File: src/rtl/ocp_pkg.sv
package ocp_pkg;
  // Layout of one channel's control word inside the block.
  localparam int unsigned CW_OE   = 0;
  localparam int unsigned CW_OEN  = 1;
  localparam int unsigned CW_MODE = 2;

  function automatic int unsigned ctrl_width(input int unsigned mode_w);
    return mode_w + 2;
  endfunction
endpackage

File: src/rtl/ocp_trig_edge.sv
module ocp_trig_edge (
  input  logic clk,
  input  logic rst,
  input  logic trig_in,
  output logic trig_rise
);
  logic trig_q;

  always_ff @(posedge clk) begin
    if (rst) trig_q <= 1'b0;
    else     trig_q <= trig_in;
  end

  assign trig_rise = trig_in & ~trig_q;

  AST_RISE_ONCE: assert property (@(posedge clk) disable iff (rst)
    trig_rise |=> !trig_rise)
    else $error("trigger rise seen on two consecutive cycles");
endmodule

File: src/rtl/ocp_com_gen.sv
module ocp_com_gen (
  input  logic clk,
  input  logic rst,
  input  logic com_sw,
  input  logic com_sel,
  input  logic trig_rise,
  output logic com_evt,
  output logic com_pulse
);
  assign com_evt = com_sw | (com_sel & trig_rise);

  always_ff @(posedge clk) begin
    if (rst) com_pulse <= 1'b0;
    else     com_pulse <= com_evt;
  end

  AST_SW_COMMUTES: assert property (@(posedge clk) disable iff (rst)
    com_sw |=> com_pulse)
    else $error("software strobe gave no commutation pulse");

  AST_SEL_BLOCKS_TRIG: assert property (@(posedge clk) disable iff (rst)
    (!com_sw && !com_sel) |=> !com_pulse)
    else $error("commutation without software strobe while trigger disabled");
endmodule

File: src/rtl/ocp_chan_slot.sv
module ocp_chan_slot #(
  parameter int unsigned CTRL_W = 6
) (
  input  logic              clk,
  input  logic              rst,
  input  logic              wr_hit,
  input  logic [CTRL_W-1:0] wr_data,
  input  logic              preload_en,
  input  logic              com,
  output logic [CTRL_W-1:0] active
);
  logic [CTRL_W-1:0] buf_q;
  logic              direct;

  assign direct = wr_hit & ~preload_en;

  // The buffer always takes a write; a commutation moves the old buffer value.
  always_ff @(posedge clk) begin
    if (rst)         buf_q <= '0;
    else if (wr_hit) buf_q <= wr_data;
  end

  always_ff @(posedge clk) begin
    if (rst)         active <= '0;
    else if (direct) active <= wr_data;
    else if (com)    active <= buf_q;
  end

  AST_DIRECT_WRITE: assert property (@(posedge clk) disable iff (rst)
    direct |=> (active == $past(wr_data)))
    else $error("direct write did not reach active controls");

  AST_HOLD_UNTIL_COM: assert property (@(posedge clk) disable iff (rst)
    (!direct && !com) |=> $stable(active))
    else $error("active controls moved without a commutation");

  AST_COM_TRANSFER: assert property (@(posedge clk) disable iff (rst)
    (com && !direct) |=> (active == $past(buf_q)))
    else $error("commutation did not transfer buffer");
endmodule

File: src/rtl/ocp_preload_top.sv
module ocp_preload_top #(
  parameter int unsigned NCH    = 4,
  parameter int unsigned MODE_W = 4,
  localparam int unsigned CH_W   = (NCH > 1) ? $clog2(NCH) : 1,
  localparam int unsigned CTRL_W = ocp_pkg::ctrl_width(MODE_W)
) (
  input  logic                  clk,
  input  logic                  rst,
  input  logic                  preload_en,
  input  logic                  com_sel,
  input  logic                  com_sw,
  input  logic                  trig_in,
  input  logic                  wr_en,
  input  logic [CH_W-1:0]       wr_ch,
  input  logic                  wr_oe,
  input  logic                  wr_oen,
  input  logic [MODE_W-1:0]     wr_mode,
  output logic [NCH-1:0]        act_oe,
  output logic [NCH-1:0]        act_oen,
  output logic [NCH*MODE_W-1:0] act_mode,
  output logic                  com_pulse
);
  logic              trig_rise;
  logic              com_evt;
  logic [CTRL_W-1:0] wr_word;

  always_comb begin
    wr_word = '0;
    wr_word[ocp_pkg::CW_OE]  = wr_oe;
    wr_word[ocp_pkg::CW_OEN] = wr_oen;
    wr_word[ocp_pkg::CW_MODE +: MODE_W] = wr_mode;
  end

  ocp_trig_edge u_edge (
    .clk       (clk),
    .rst       (rst),
    .trig_in   (trig_in),
    .trig_rise (trig_rise)
  );

  ocp_com_gen u_com (
    .clk       (clk),
    .rst       (rst),
    .com_sw    (com_sw),
    .com_sel   (com_sel),
    .trig_rise (trig_rise),
    .com_evt   (com_evt),
    .com_pulse (com_pulse)
  );

  for (genvar g = 0; g < NCH; g++) begin : g_ch
    logic              hit;
    logic [CTRL_W-1:0] act_w;

    assign hit = wr_en && (wr_ch == CH_W'(g));

    ocp_chan_slot #(.CTRL_W(CTRL_W)) u_slot (
      .clk        (clk),
      .rst        (rst),
      .wr_hit     (hit),
      .wr_data    (wr_word),
      .preload_en (preload_en),
      .com        (com_evt),
      .active     (act_w)
    );

    assign act_oe[g]                    = act_w[ocp_pkg::CW_OE];
    assign act_oen[g]                   = act_w[ocp_pkg::CW_OEN];
    assign act_mode[g*MODE_W +: MODE_W] = act_w[ocp_pkg::CW_MODE +: MODE_W];
  end

  AST_TRIG_COMMUTES: assert property (@(posedge clk) disable iff (rst)
    (com_sel && trig_in && !$past(trig_in)) |=> com_pulse)
    else $error("enabled trigger edge gave no commutation");
endmodule

File: config.mk
export PLATFORM = sky130hd
export DESIGN_NAME = ocp_preload_top
export DESIGN_NICKNAME = d
export VERILOG_FILES = /design/src/rtl/ocp_pkg.sv /design/src/rtl/ocp_trig_edge.sv /design/src/rtl/ocp_com_gen.sv /design/src/rtl/ocp_chan_slot.sv /design/src/rtl/ocp_preload_top.sv
export SDC_FILE = /design/constraint.sdc
export NUM_CORES = 1
export LEC_CHECK = 0
export ABC_AREA = 0
export CORE_AREA = 8 8 72 74
export CTS_CLUSTER_DIAMETER = 50
export DETAILED_ROUTE_END_ITERATION = 8
export DIE_AREA = 0 0 80 82
export HOLD_SLACK_MARGIN = 0.06
export PLACE_DENSITY_LB_ADDON = 0.15
export RECOVER_POWER = 100
export SKIP_CTS_REPAIR_TIMING = 1
export SYNTH_ARGS = -nofsm -noshare
export SYNTH_HDL_FRONTEND = slang
export SYNTH_SLANG_ARGS = --single-unit
File: constraint.sdc
create_clock -name clk -period 2.1 [get_ports clk]
set_input_delay 0.42 -clock clk [delete_from_list [all_inputs] [get_ports clk]]
set_output_delay 0.42 -clock clk [all_outputs]
set_load 0.1 [all_outputs]
Word level (Yosys, flattened, before mapping)
Index checks and enable logic that the tools add are counted.

cells by class
  eq/ne operators = 3
  muxes and demuxes = 8
  bitwise operators = 9
  reduce and logical (&&, ||, !) cells = 9

operator list
  operator                                       count
  two-way mux 6 bit                              8
  nonzero test 2 bit                             4
  bitwise AND 1 bit                              6
  == test 2 bit, second input constant           2
  logical AND 1 bit                              4
  == test 2 x 1 -> 1 bit, second input constant  1
  logical NOT 2 bit                              1
  inverter 1 bit                                 2
  OR 1 bit                                       1

storage, ports and cells
  register bits = 50
  bits of input ports = 15
  output and inout port bits = 25
  logic and storage cells = 39

Longest topological paths before layout
  word-level depth = 6
  mapped depth = 5
  mapped depth without buffers = 3

Modules after synthesis
From an unflattened synthesis, not the netlist that was laid out.

unflattened totals
  cell total of the unflattened synthesis = 194
  area total of the unflattened synthesis = 2,163.3 um^2

by module, submodules not included
  module           instances  cells an instance  area an instance (um^2)  seq. area each (um^2)
  ocp_chan_slot    4          46                 509.2                    240.2
  ocp_trig_edge    1          3                  47.5                     20.0
  ocp_com_gen      1          3                  41.3                     20.0
  ocp_preload_top  1          4                  37.5                     0.0

Worst setup path before layout
OpenSTA, ideal clock, no wires.

  kind = input -> register
  from = input port wr_ch[0]
  to = register g_ch[0].u_slot.active[5]
  library setup time = 88 ps
  arrival time = 1,434 ps
  data required time = 2,012 ps
  slack = 577 ps
  stages on the path = 4
  path buffers = 2
  cell sequence = buf_2 -> or4b_4 -> buf_6 -> a311oi_2

on the way
  cells in the longest elaborated chain, start to end = 4
  elaborated cells on any way between the ends = 5
  classes of those cells = 1 x mux; 1 x bitwise; 3 x reduce/logical

RTL lines
  element                                                  RTL line               text
  start, declared                                          ocp_preload_top.sv:14  input logic [CH_W-1:0] wr_ch,
  logical NOT 2 bit (*)                                    ocp_preload_top.sv:55  assign hit = wr_en && (wr_ch == CH_W'(g));
  logical AND 1 bit (*)                                    ocp_preload_top.sv:55
  bitwise AND 1 bit (*)                                    ocp_chan_slot.sv:15    assign direct = wr_hit & ~preload_en;
  two-way mux 6 bit or nonzero test 2 bit (tied branches)  -
  end signal, assigned                                     ocp_chan_slot.sv:25    else if (direct) active <= wr_data;
  end signal, assigned                                     ocp_chan_slot.sv:26    else if (com) active <= buf_q;
  end, declared                                            ocp_chan_slot.sv:10    output logic [CTRL_W-1:0] active

Every way passes the cells marked *; elsewhere a longest branch is shown, timed or not.
A chain may end at the register's enable or synchronous reset.

Worst setup path after layout
  from = input port wr_ch[0]
  to = register g_ch[2].u_slot.active[5]

on the way
  cells in the longest elaborated chain, start to end = 4
  elaborated cells on any way between the ends = 5
  classes of those cells = 1 x eq/ne; 1 x mux; 1 x bitwise; 2 x reduce/logical

RTL lines
  element                                                  RTL line
  == test 2 bit (*)                                        ocp_preload_top.sv:55
  logical AND 1 bit (*)                                    ocp_preload_top.sv:55
  bitwise AND 1 bit (*)                                    ocp_chan_slot.sv:15
  two-way mux 6 bit or nonzero test 2 bit (tied branches)  -
  end signal, assigned                                     ocp_chan_slot.sv:25
  end signal, assigned                                     ocp_chan_slot.sv:26
  end, declared                                            ocp_chan_slot.sv:10

Marks and branches as above.

==> results.cfg <==
[run_status]
status = completed

[critical_path]
regToRegSetupSlack_ns = 0.84
worstSetupPathType = input pin to flop
required_ns = 2.29
rr_worst_depth = 4
r2r-start = u_edge.trig_q
r2r-end = g_ch[3].u_slot.active[1]
critPathLaunchType = input pin
crit_fanout = 12
critPathLaunch = wr_ch[0]
arrival_ns = 2.02
worstSetupEndpointType = flop

[drt]
top_layer_used = met4
dr_wl_met3_um = 246
drt_pass1_iterations = 4
ant_nets = 0
routed_via_density = 5.81
avgRoutedWirePerCell_um = 16.5
drt_iter0_drc = 149
dr_total_vias = 1837
drc = 0
wl_met2_um = 2480
wl_met1_um = 2440
drt-total-wl_um = 5230

[synth]
synth_top_area_share_pct = 46.1
synth_area_leader_cell = dfxtp_1
synth_area_leaders = dfxtp_1, mux2i_1, nand3b_1, a311oi_1, nor2_1
ys.warnings.count = 0
syn_avg_cell_area_um2 = 9.21
netlist_instances = 236
syn_area_um2 = 2170
ys_seq_area_share_pct = 46.1
synth_cell_types = 19
syn_nets = 251
synth_seq_cells = 50

[power]
p_per_area_nw_per_um2 = 773
total_power_mw = 1.99
p_leak_nw = 1.04
peakVddDrop_uv = 592

[die]
row_count = 24
start_util_pct = 52.4
core_um2 = 4140
die_h_um = 82
die_area_um2 = 6560
die_w_um = 80
num_io_pins = 40

[sta]
setup_viol = 0
worst_pin_slew_ns = 0.550
tns_ns = 0
period_minus_slack_ns = 1.82
timing.final.crit_share_pct = 86.8
report.final.slew_viol_count = 0
grt_setup_unrepaired = no
timing_hold_violations_final = 0
max_freq_mhz = 549
finalClockSkew_ns = 0.00765
slew-limit-headroom_pct = 63.5

[worst_hold_path]
hold_start = g_ch[0].u_slot.buf_q[3]
hold_class = flop to flop
hold_path_depth = 2
min_to = g_ch[0].u_slot.buf_q[3]

[global_routing]
grt_first_pass_wirelength_um = 8510
grt_pass1_vias = 1746
grt_use_total_pct = 16.0
antenna_found_initial = 0
grt_overflow = 0
grt_start_max_net_pins = 50

[clock_tree]
worst_skew_pair.late_latency_ns = 0.29
cts-root-buf = clkbuf_8
numCtsBuffers = 5
clockBufferDepth = 2
numClockSinks = 50
clk_pin_slew_worst_paths_ns = 0.09
cts-htree-levels = 2
cts_tree = done

[finish]
seqCellArea_um2 = 1000
multiInputGateArea_um2 = 1030
antennaDiodeCount = 0
area_delta_synth_final_pct = 18.8
fillers = 391
fin_nets = 278
drive_above_1_share_pct = 14.4

[placement]
globalplace.congestion = 0.772
port_buffers = 39
hpwl_um = 3300

[job]
max-cap-violations = 0
layer usage:
layer  global-route usage (%)  vias to the layer above
met4                     4.36                        0
met1                     19.5                      878
met3                     3.50                        8
met2                     27.7                       53
li1                         -                      898
met5                        0                        -
logic make-up after synthesis:
group	synth area share, %
AOI/OAI and AO/OA	15.5
DFF	46.1
buffers and inverters	5.87
and+or+nand+nor	21.5
muxes	11.1
Yosys cell counts:
library cell  instances
nand3_1               1
a311oi_1             23
buf_1                 7
and3b_1               1
nand4b_1              1
buf_2                 2
dfxtp_1              50
mux2i_1              24
o21ai_0              24
clkbuf_1             17
or4b_4                1
nand4bb_1             2
nand3b_1             27
buf_6                 2
clkbuf_2              1
nor3b_2               1
nor2b_1               1
nor2_1               50
a311oi_2              1
critical path, cell delays in order:
cell and delay [ns]:
dlygate4sd3_1 0.67, nand4bb_1 0.16, clkbuf_1 0.41, nor2_1 0.07, a311oi_1 0.28
layout by cell type (no fill, tap or decap):
| cell | synthesis | final |
|---|---|---|
| dfxtp_1 | 50 | 50 |
| nand3_1 | 1 | 1 |
| nor2b_1 | 1 | 1 |
| nor2_1 | 50 | 50 |
| clkdlybuf4s50_1 | 0 | 12 |
| nor3b_1 | 0 | 1 |
| mux2i_1 | 24 | 24 |
| clkbuf_2 | 1 | 25 |
| clkbuf_1 | 17 | 6 |
| buf_12 | 0 | 4 |
| and3b_1 | 1 | 1 |
| clkbuf_8 | 0 | 5 |
| buf_4 | 0 | 2 |
| dlygate4sd3_1 | 0 | 2 |
| bufinv_16 | 0 | 1 |
| or4b_4 | 1 | 1 |
| nand4bb_1 | 2 | 2 |
| nand4b_1 | 1 | 1 |
| o21ai_0 | 24 | 24 |
| nand3b_1 | 27 | 27 |
| a311oi_1 | 23 | 24 |
worst max-delay path by stage:
stage / endpoint / slack, ns / depth (start not counted)
final: g_ch[2].u_slot.active[5] / 0.28 / 5
after global routing: g_ch[0].u_slot.buf_q[2] / 0.19 / 5
after CTS: g_ch[0].u_slot.active[1] / 0.43 / 3
after detailed placement: g_ch[0].u_slot.active[1] / 0.11 / 3
after global placement: g_ch[0].u_slot.active[5] / 0.18 / 4
after floorplan: g_ch[0].u_slot.active[5] / 0.58 / 4
where the power goes:
group | internal [mW] | switching [mW] | total (mW) | leakage, nW
sequential | 0.983 | 0.0164 | 0.999 | 0.407
combinational | 0.0992 | 0.249 | 0.348 | 0.582
clock | 0.357 | 0.291 | 0.647 | 0.0524
metrics by stage:
step / setup slack [ns] / instances / area (um2) / util (%) / hold WS [ns]
6_report: 0.278 / 316 / 2580 / 62.3 / 0.495
5_1_grt: 0.188 / 316 / 2580 / 62.3 / 0.517
4_1_cts: 0.425 / 316 / 2670 / 64.4 / 0.501
3_5_place_dp: 0.114 / 308 / 2560 / 61.9 / 0.480
3_3_place_gp: 0.177 / 308 / 2560 / 61.9 / 0.466
2_1_floorplan: 0.577 / 236 / 2170 / - / 0.453
cell type report:
cell class / count / area share, %
timing repair buffer: 49 / 14.5
multi-input combinational: 157 / 40.0
sequential: 50 / 38.8
clock inverter: 1 / 1.16
tap: 52 / 2.52
clock buffer: 7 / 2.96
sequential cells by signal, summed over array words and instances, names as in the netlist:
register and flops:
g_ch.u_slot.buf_q 24, u_com.com_pulse 1, u_edge.trig_q 1, g_ch.u_slot.active 24
Note: power is estimated with default switching activity, not from simulation.
